===== config.mk =====
export PLATFORM = sky130hd
export DESIGN_NAME = pwr_mode_seq
export DESIGN_NICKNAME = d
export VERILOG_FILES = /design/src/rtl/pms_pkg.sv /design/src/rtl/pms_timer.sv /design/src/rtl/pms_wake_det.sv /design/src/rtl/pms_mode_fsm.sv /design/src/rtl/pwr_mode_seq.sv
export SDC_FILE = /design/constraint.sdc
export NUM_CORES = 1
export LEC_CHECK = 0
export BUFFER_PORTS_ARGS = -buffer_cell sky130_fd_sc_hd__buf_2
export CORE_MARGIN = 10
export CORE_UTILIZATION = 39
export CTS_CLUSTER_DIAMETER = 40
export DETAILED_ROUTE_END_ITERATION = 8
export MAX_ROUTING_LAYER = met4
export PLACE_DENSITY = 0.57
export SLEW_MARGIN = 20
export SYNTH_ARGS = -nofsm -noshare
export SYNTH_HDL_FRONTEND = slang
export SYNTH_HIERARCHICAL = 1
export SYNTH_SLANG_ARGS = --single-unit

===== constraint.sdc =====
create_clock -name clk -period 2.5 [get_ports clk]
set_input_delay 0.25 -clock clk [delete_from_list [all_inputs] [get_ports clk]]
set_output_delay 0.25 -clock clk [all_outputs]
set_load 0.05 [all_outputs]

===== src/rtl/pms_pkg.sv =====
package pms_pkg;

    typedef enum logic [2:0] {
        MD_RESET = 3'd0,
        MD_NREQ  = 3'd1,
        MD_RUN   = 3'd2,
        MD_STOP  = 3'd3,
        MD_SLEEP = 3'd4
    } mode_e;

    typedef enum logic [1:0] {
        BUS_HOLD = 2'd0,
        BUS_TXRX = 2'd1,
        BUS_WAKE = 2'd2
    } bus_e;

    typedef enum logic [1:0] {
        WD_OFF = 2'd0,
        WD_TMO = 2'd1,
        WD_WIN = 2'd2
    } wdm_e;

    localparam logic [1:0] CMD_RUN   = 2'd1;
    localparam logic [1:0] CMD_STOP  = 2'd2;
    localparam logic [1:0] CMD_SLEEP = 2'd3;

    typedef struct packed {
        logic rst_n;
        logic vreg_en;
        logic vreg_lowi;
        logic sw_en;
        bus_e bus;
        logic sense_en;
        wdm_e wd;
    } drive_t;

    // Fixed output group of each mode; watchdog mode qualified by enable.
    function automatic drive_t mode_drive(mode_e m, logic wd_en);
        drive_t d;
        d = '{rst_n: 1'b0, vreg_en: 1'b1, vreg_lowi: 1'b0, sw_en: 1'b0,
              bus: BUS_HOLD, sense_en: 1'b0, wd: WD_OFF};
        case (m)
            MD_NREQ: begin
                d.rst_n = 1'b1;
                d.sw_en = 1'b1;
                d.bus   = BUS_TXRX;
                d.wd    = wd_en ? WD_TMO : WD_OFF;
            end
            MD_RUN: begin
                d.rst_n    = 1'b1;
                d.sw_en    = 1'b1;
                d.bus      = BUS_TXRX;
                d.sense_en = 1'b1;
                d.wd       = wd_en ? WD_WIN : WD_OFF;
            end
            MD_STOP: begin
                d.rst_n     = 1'b1;
                d.vreg_lowi = 1'b1;
                d.bus       = BUS_WAKE;
            end
            MD_SLEEP: begin
                d.vreg_en = 1'b0;
                d.bus     = BUS_WAKE;
            end
            default: ;
        endcase
        return d;
    endfunction

endpackage


===== src/rtl/pms_timer.sv =====
module pms_timer #(
    parameter int LIMIT = 16
) (
    input  logic clk,
    input  logic rst,
    input  logic run,
    output logic expired
);
    localparam int W = $clog2(LIMIT + 1);

    logic [W-1:0] cnt;

    assign expired = run && (cnt == W'(LIMIT - 1));

    always_ff @(posedge clk) begin
        if (rst || !run || expired) begin
            cnt <= '0;
        end else begin
            cnt <= cnt + 1'b1;
        end
    end
endmodule


===== src/rtl/pms_wake_det.sv =====
module pms_wake_det #(
    parameter int N_LOC = 2
) (
    input  logic             clk,
    input  logic             rst,
    input  logic [N_LOC-1:0] loc_in,
    input  logic             cs_in,
    output logic             loc_chg,
    output logic             cs_rise
);
    logic [N_LOC-1:0] loc_q;
    logic [N_LOC-1:0] bit_chg;
    logic             cs_q;

    for (genvar i = 0; i < N_LOC; i++) begin : g_loc
        assign bit_chg[i] = loc_in[i] ^ loc_q[i];
    end

    assign loc_chg = |bit_chg;
    assign cs_rise = cs_in & ~cs_q;

    always_ff @(posedge clk) begin
        if (rst) begin
            loc_q <= '0;
            cs_q  <= 1'b0;
        end else begin
            loc_q <= loc_in;
            cs_q  <= cs_in;
        end
    end
endmodule


===== src/rtl/pms_mode_fsm.sv =====
module pms_mode_fsm
    import pms_pkg::*;
(
    input  logic       clk,
    input  logic       rst,
    input  logic       pgood,
    input  logic       cmd_valid,
    input  logic [1:0] cmd_code,
    input  logic       wd_en,
    input  logic       wd_viol,
    input  logic       hold_done,
    input  logic       nreq_tmo,
    input  logic       wake_bus,
    input  logic       loc_chg,
    input  logic       cs_rise,
    output mode_e      mode
);
    mode_e nxt;
    logic  is_run, is_stop, is_sleep;

    assign is_run   = cmd_valid && (cmd_code == CMD_RUN);
    assign is_stop  = cmd_valid && (cmd_code == CMD_STOP);
    assign is_sleep = cmd_valid && (cmd_code == CMD_SLEEP);

    always_comb begin
        nxt = mode;
        if (!pgood) begin
            nxt = MD_RESET;
        end else begin
            case (mode)
                MD_RESET: if (hold_done) nxt = MD_NREQ;
                MD_NREQ: begin
                    if (is_run)        nxt = MD_RUN;
                    else if (nreq_tmo) nxt = MD_RESET;
                end
                MD_RUN: begin
                    if (wd_en && wd_viol) nxt = MD_RESET;
                    else if (is_stop)     nxt = MD_STOP;
                    else if (is_sleep)    nxt = MD_SLEEP;
                end
                MD_STOP:  if (wake_bus || loc_chg || cs_rise) nxt = MD_NREQ;
                MD_SLEEP: if (wake_bus || loc_chg) nxt = MD_RESET;
                default:  nxt = MD_RESET;
            endcase
        end
    end

    always_ff @(posedge clk) begin
        if (rst) mode <= MD_RESET;
        else     mode <= nxt;
    end
endmodule


===== src/rtl/pwr_mode_seq.sv =====
module pwr_mode_seq
    import pms_pkg::*;
#(
    parameter int CLK_HZ   = 20_000_000,
    parameter int TMO_MS   = 150,
    parameter int HOLD_CYC = 16,
    parameter int N_LOC    = 2
) (
    input  logic             clk,
    input  logic             rst,
    input  logic             pgood,
    input  logic             cmd_valid,
    input  logic [1:0]       cmd_code,
    input  logic             wd_en,
    input  logic             wd_kick,
    input  logic             wd_viol,
    input  logic             wake_bus,
    input  logic [N_LOC-1:0] loc_in,
    input  logic             cs_in,
    output logic             rst_n_out,
    output logic             vreg_en,
    output logic             vreg_lowi,
    output logic             sw_en,
    output logic [1:0]       bus_mode,
    output logic             sense_en,
    output logic [1:0]       wd_mode
);
    localparam longint TMO_L   = (longint'(CLK_HZ) * longint'(TMO_MS)) / 64'd1000;
    localparam int     TMO_CYC = (TMO_L < 2) ? 2 : int'(TMO_L);

    mode_e  mode;
    drive_t drv;
    logic   hold_run, hold_done;
    logic   tmo_run, nreq_tmo;
    logic   loc_chg, cs_rise;

    assign hold_run = (mode == MD_RESET) && pgood;
    assign tmo_run  = (mode == MD_NREQ) && pgood && wd_en && !wd_kick;

    pms_timer #(.LIMIT(HOLD_CYC)) u_hold (
        .clk(clk), .rst(rst), .run(hold_run), .expired(hold_done)
    );

    pms_timer #(.LIMIT(TMO_CYC)) u_tmo (
        .clk(clk), .rst(rst), .run(tmo_run), .expired(nreq_tmo)
    );

    pms_wake_det #(.N_LOC(N_LOC)) u_wake (
        .clk(clk), .rst(rst), .loc_in(loc_in), .cs_in(cs_in),
        .loc_chg(loc_chg), .cs_rise(cs_rise)
    );

    pms_mode_fsm u_fsm (
        .clk(clk), .rst(rst), .pgood(pgood),
        .cmd_valid(cmd_valid), .cmd_code(cmd_code),
        .wd_en(wd_en), .wd_viol(wd_viol),
        .hold_done(hold_done), .nreq_tmo(nreq_tmo),
        .wake_bus(wake_bus), .loc_chg(loc_chg), .cs_rise(cs_rise),
        .mode(mode)
    );

    assign drv       = mode_drive(mode, wd_en);
    assign rst_n_out = drv.rst_n;
    assign vreg_en   = drv.vreg_en;
    assign vreg_lowi = drv.vreg_lowi;
    assign sw_en     = drv.sw_en;
    assign bus_mode  = drv.bus;
    assign sense_en  = drv.sense_en;
    assign wd_mode   = drv.wd;
endmodule


==> flow_summary.toml, run 1 <==
[outcome]
status = "completed"

[critical_path]
reg2reg_depth = 7
crit_fanout = 22
setup.worst_path.class = "flop to flop"
cp-end-kind = "flop"
timing.rr.end = "u_tmo/cnt[10]"
timing.reg2reg.setup_slack_ns = 0.49
worstPathArrival_ns = 2.17
required_ns = 2.66
rr_startpoint = "u_fsm/mode[2]"
start_kind = "flop"
startpoint = "u_fsm/mode[2]"
crit_end = "u_tmo/cnt[10]"

[die]
dieHeight_um = 85.81
die_x_um = 85.81
dieArea_um2 = 7363
start_util = 0.4133
rows = 23
num_io_pins = 22
core_region_area_um2 = 4086

[place]
place.gp.congestion = 0.8769
dp_hpwl_um = 2873
postPlaceCellArea_um2 = 1869
port_buffers = 21

[detailed_routing]
routed_wl_um = 3752
drtAntennaViolNets = 0
viasPerCell = 5.469
first_iter_violations = 122
wl_per_cell_um = 13.74
vias = 1493
drt_first_pass_iters = 6
drc = 0

[grt]
overflow = 0
grt_pass1_vias = 1430
grt_max_degree = 23
track_usage = 0.1022
grt_pass1_wl_um = 6168
antenna_found_initial = 0

[synth]
synth_top_area_cell = "dfxtp_1"
yosysWarnings = 6
async_flop_share = 0
synth_top_area_share = 0.3911
netlist_instances = 194
yosysSeqAreaShare = 0.3911
synthTopCellsByArea = "dfxtp_1 (39%), nor2_1 (5.8%), xnor2_1 (5.2%)"
synth_edf_count = 0
synth_most_common_cell = "dfxtp_1"
synthTopCellsByCount = "dfxtp_1 (33), nor2_1 (26), nand2_1 (12)"
syn_nets = 210
syn_area_um2 = 1689
ys.flop_type = "dfxtp_1"
syn_avg_cell_area_um2 = 8.707
ys_ff_latch = 33
synth_cell_types = 50

[final_layout]
nets = 238
layout-drive-gt1-share = 0.2063
area.growth.synth_to_final_pct = 15.41
diodes = 0
final_cell_area_um2 = 1949
register_area_um2 = 660.6
multi_input_area_um2 = 977.2
fillers = 392

[timing]
drv_slew = 0
tns_ns = 0
final.setup_skew_ns = 0.005126
grt_setup_unrepaired = "no"
final-setup-viol-count = 0
fin_crit_sh = 0.8027
worst_pin_slew_ns = 0.3175
clock.fmax_ghz = 0.4983
period_needed_ns = 2.007
hold_viol = 0
slew-limit-headroom = 0.7856

[cts]
clockBufferDepth = 2
hold_buffers = 0
cts_setup_buffers = 0
clockRootBuffer = "clkbuf_8"
cts.sinks = 33
cts_buffers = 5
cts_resized = 0
htreeDepth = 2
clkTransAtPathRegs_ns = 0.06
clk-insertion-delay-late_ns = 0.28
cts_tree = "yes"

[hold_path]
hold_class = "input pin to flop"

[pwr]
ir_drop_mv = 0.3388
leakage_uw = 0.0007039
p_per_area_nw_per_um2 = 481.2

[flow_run]
max_cap_viol_count = 0
==> cell families (layout without fill, tap and decap cells) <==
group                    Yosys count  count (layout)  synth area share
AO/OA/AOI/OAI                     26              26            0.1008
adder cells (fa/ha/maj)            3               3           0.02222
multiplexers                       1               1          0.006666
XOR/XNOR                          16              16           0.08296
flip-flops                        33              33            0.3911
buffers and inverters             12              41           0.03333
AND/OR/NAND/NOR                  103             103            0.3630
==> metrics by stage <==
step	util	total power, uW	hold WS, ns	setup slack [ns]	std cells
6_report	0.4770	938.1	0.1893	0.4932	273
5_1_grt	0.4770	982.2	0.1836	0.3501	273
4_1_cts	0.4770	951.0	0.1786	0.4723	273
3_5_place_dp	0.4574	578.9	0.4496	0.4766	265
3_3_place_gp	0.4574	576.5	0.4288	0.5204	265
2_1_floorplan	-	562.3	0.3752	0.3998	194
==> cells in the final DEF, fill, tap and decap left out, drive strengths merged, types with 4 or more instances in the layout <==
cell type,synthesis,final
xor2,6,6
or3,5,5
nor2,26,26
a21oi,10,10
and2,4,4
buf,3,26
nand3,7,7
and3,4,4
nand4,10,10
dfxtp,33,33
xnor2,10,10
nand2,12,12
nor3b,4,4
inv,7,7
nor3,7,7
o21ai,9,9
clkbuf,2,8
==> power breakdown <==
part	leakage [uW]	total (uW)	switching, uW	internal, uW
Sequential	0.000267	532	2.04	530
Clock	0.0000395	371	173	197
Combinational	0.000398	35.2	16.4	18.7
Total	0.000704	938	192	746
==> layer usage <==
metal	vias to the layer above	part of all wire	GRT usage
met3	7	0.071	0.04352
met4	0	0.018	0.04491
met2	42	0.47	0.1669
li1	748	-	-
met5	-	0	-
met1	696	0.44	0.1052
==> state kept, by name (all words and copies together), names as in the netlist <==
| signal | count |
|---|---|
| u_tmo/cnt | 22 |
| u_hold/cnt | 5 |
| u_wake/loc_q | 2 |
| u_fsm/mode | 3 |
| u_wake/cs_q | 1 |
==> how the worst min path moves through the flow <==
| stage | slack, ns | end | cells past startpoint | start |
|---|---|---|---|---|
| 2_1_floorplan | 0.38 | u_wake/cs_q | 1 | cs_in |
| 3_3_place_gp | 0.43 | u_hold/cnt[0] | 1 | u_hold/cnt[0] |
| 3_5_place_dp | 0.45 | u_hold/cnt[0] | 1 | u_hold/cnt[0] |
| 4_1_cts | 0.18 | u_wake/cs_q | 2 | cs_in |
| 5_1_grt | 0.18 | u_wake/cs_q | 2 | cs_in |
| 6_report | 0.19 | u_wake/cs_q | 2 | cs_in |
==> cell type report <==
type | instances | share of cell area
flip-flops and latches | 33 | 0.3389
multi-input cells | 149 | 0.5013
repair buffers | 26 | 0.07317
clock buffers | 8 | 0.04108
well taps | 50 | 0.03209
inverters | 7 | 0.01348
==> critical path, stage by stage, from the launching register on <==
cell      delay (ns)
dfxtp_1         0.31
or3b_4          0.40
nor3_2          0.15
nor3b_1         0.20
nand4_1         0.15
o311ai_2        0.29
buf_4           0.30
nor2_1          0.08
Power figures use the tool's default switching activity.
==> run 2, diff against run 1 <==
==> constraint.sdc (replaced) <==
create_clock -name clk -period 1.9 [get_ports clk]
set_input_delay 0.19 -clock clk [delete_from_list [all_inputs] [get_ports clk]]
set_output_delay 0.19 -clock clk [all_outputs]
set_load 0.05 [all_outputs]
==> flow_summary.toml, run 2 (synthesis gave the netlist of run 1 again) <==
[timing]
grt_setup_unrepaired = "yes"
slew-limit-headroom = 0.8155
final-setup-viol-count = 0
drv_slew = 0
hold_viol = 0
final.setup_skew_ns = 0.007190
fin_crit_sh = 0.9853
period_needed_ns = 1.872
clock.fmax_ghz = 0.5341
worst_pin_slew_ns = 0.2729

[cts]
clkTransAtPathRegs_ns = 0.06
cts_buffers = 5
clk-insertion-delay-late_ns = 0.28
cts.sinks = 33
cts_tree = "yes"
clockRootBuffer = "clkbuf_8"
htreeDepth = 2
clockBufferDepth = 2

[die]
num_io_pins = 22
start_util = 0.4133
dieHeight_um = 85.81
core_region_area_um2 = 4086
dieArea_um2 = 7363
rows = 23
die_x_um = 85.81

[detailed_routing]
drc = 0
routed_wl_um = 3493
vias = 1462
drtAntennaViolNets = 0
wl_per_cell_um = 12.52
first_iter_violations = 61
viasPerCell = 5.240
drt_first_pass_iters = 4

[place]
dp_cells = 270
port_buffers = 21
dp_hpwl_um = 2720
place.gp.congestion = 0.8149

[flow_run]
max_cap_viol_count = 0

[final_layout]
mostFrequentLayoutCell = "dfxtp_1"
top_register = "u_tmo/cnt"
nets = 245
fillers = 399
layout-drive-gt1-share = 0.2620
mostFrequentLayoutCells = "dfxtp_1 (32), nor2_1 (26), buf_2 (21)"
diodes = 0
largestRegisters = "u_tmo/cnt: 22 flops, u_hold/cnt: 5 flops, u_fsm/mode: 3 flops"
final_cells = 279
area.growth.synth_to_final_pct = 20.74
largest_reg_flops = 22

[grt]
overflow = 0
grt_pass1_wl_um = 6023
grt_max_degree = 15
antenna_found_initial = 0
grt_pass1_vias = 1420
track_usage = 0.1006

[critical_path]
worstPathArrival_ns = 2.04
crit_fanout = 8
required_ns = 2.07
slowest_delay_ns = 0.40
start_kind = "flop"
setup.worst_path.class = "flop to flop"
crit_chain = "or3b_4, nor3_4, nor3b_2, nand4_1, o311ai_2, buf_4, a21oi_1"
cp-end-kind = "flop"
crit_path_top_delay_cell = "or3b_4"

[outcome]
status = "completed"

[pwr]
p_per_area_nw_per_um2 = 618.4
total_power_uw = 1261
ir_drop_mv = 0.4249
leakage_uw = 0.0007565

[hold_path]
hold_class = "input pin to flop"
## run 2: layer usage
| layer | GRT usage | part of all wire |
|---|---|---|
| met1 | 0.1090 | 0.46 |
| met2 | 0.1580 | 0.45 |
| met3 | 0.04257 | 0.076 |
| met4 | 0.04341 | 0.013 |
| met5 | - | 0 |
## run 2: worst paths after layout
check                              startpoint       endpoint  slack (ns)  depth (start not counted)
worst max-delay path            u_fsm/mode[2]  u_tmo/cnt[15]        0.03                          7
worst min register to register  u_hold/cnt[0]  u_hold/cnt[0]        0.45                          1
worst max register to register  u_fsm/mode[2]  u_tmo/cnt[15]        0.03                          7
worst min-delay path                    cs_in    u_wake/cs_q        0.12                          2
## run 2: worst max-delay path, delay by kind of cell (launching register included)
family | cells | cell delay (ns)
flip-flops | 1 | 0.32
AND/OR/NAND/NOR | 4 | 0.84
AO/OA/AOI/OAI | 2 | 0.35
buffers and inverters | 1 | 0.24
## run 2: final cells by class
cell class	count	area (um^2)	area share
sequential	33	661.9	0.3245
inverter	7	26.28	0.01288
multi-input combinational	149	1003	0.4920
timing repair buffer	33	198.9	0.09755
clock buffer	7	86.33	0.04233
tap	50	62.56	0.03067
## run 2: stage by stage
step | worst slack (ns) | area (um^2) | TNS [ns] | hold WS (ns) | utilization
6_report | 0.02784 | 2039 | 0 | 0.1244 | 0.4991
5_1_grt | -0.07288 | 2039 | -1.188 | 0.1176 | 0.4991
4_1_cts | 0.001675 | 2017 | 0 | 0.1183 | 0.4936
3_5_place_dp | 0.01160 | 1921 | 0 | 0.4150 | 0.4700
3_3_place_gp | 0.04373 | 1921 | 0 | 0.4066 | 0.4700
2_1_floorplan | -0.08311 | 1713 | -1.576 | 0.3152 | -
## run 2: power by group
part           total [uW]  internal [uW]  switching, uW  leakage (uW)
Combinational        45.6           24.6           21.0      0.000445
Clock                 516            287            229     0.0000443
Sequential            700            697           2.58      0.000267
Total                1260           1010            252      0.000756
## run 2: timing repair
action | in CTS | in global routing
resized for setup | 2 | 2
setup endpoints to repair | 13 | 23
hold buffers | 0 | 0
buffers inserted | 0 | 2
pin swaps | 0 | 1
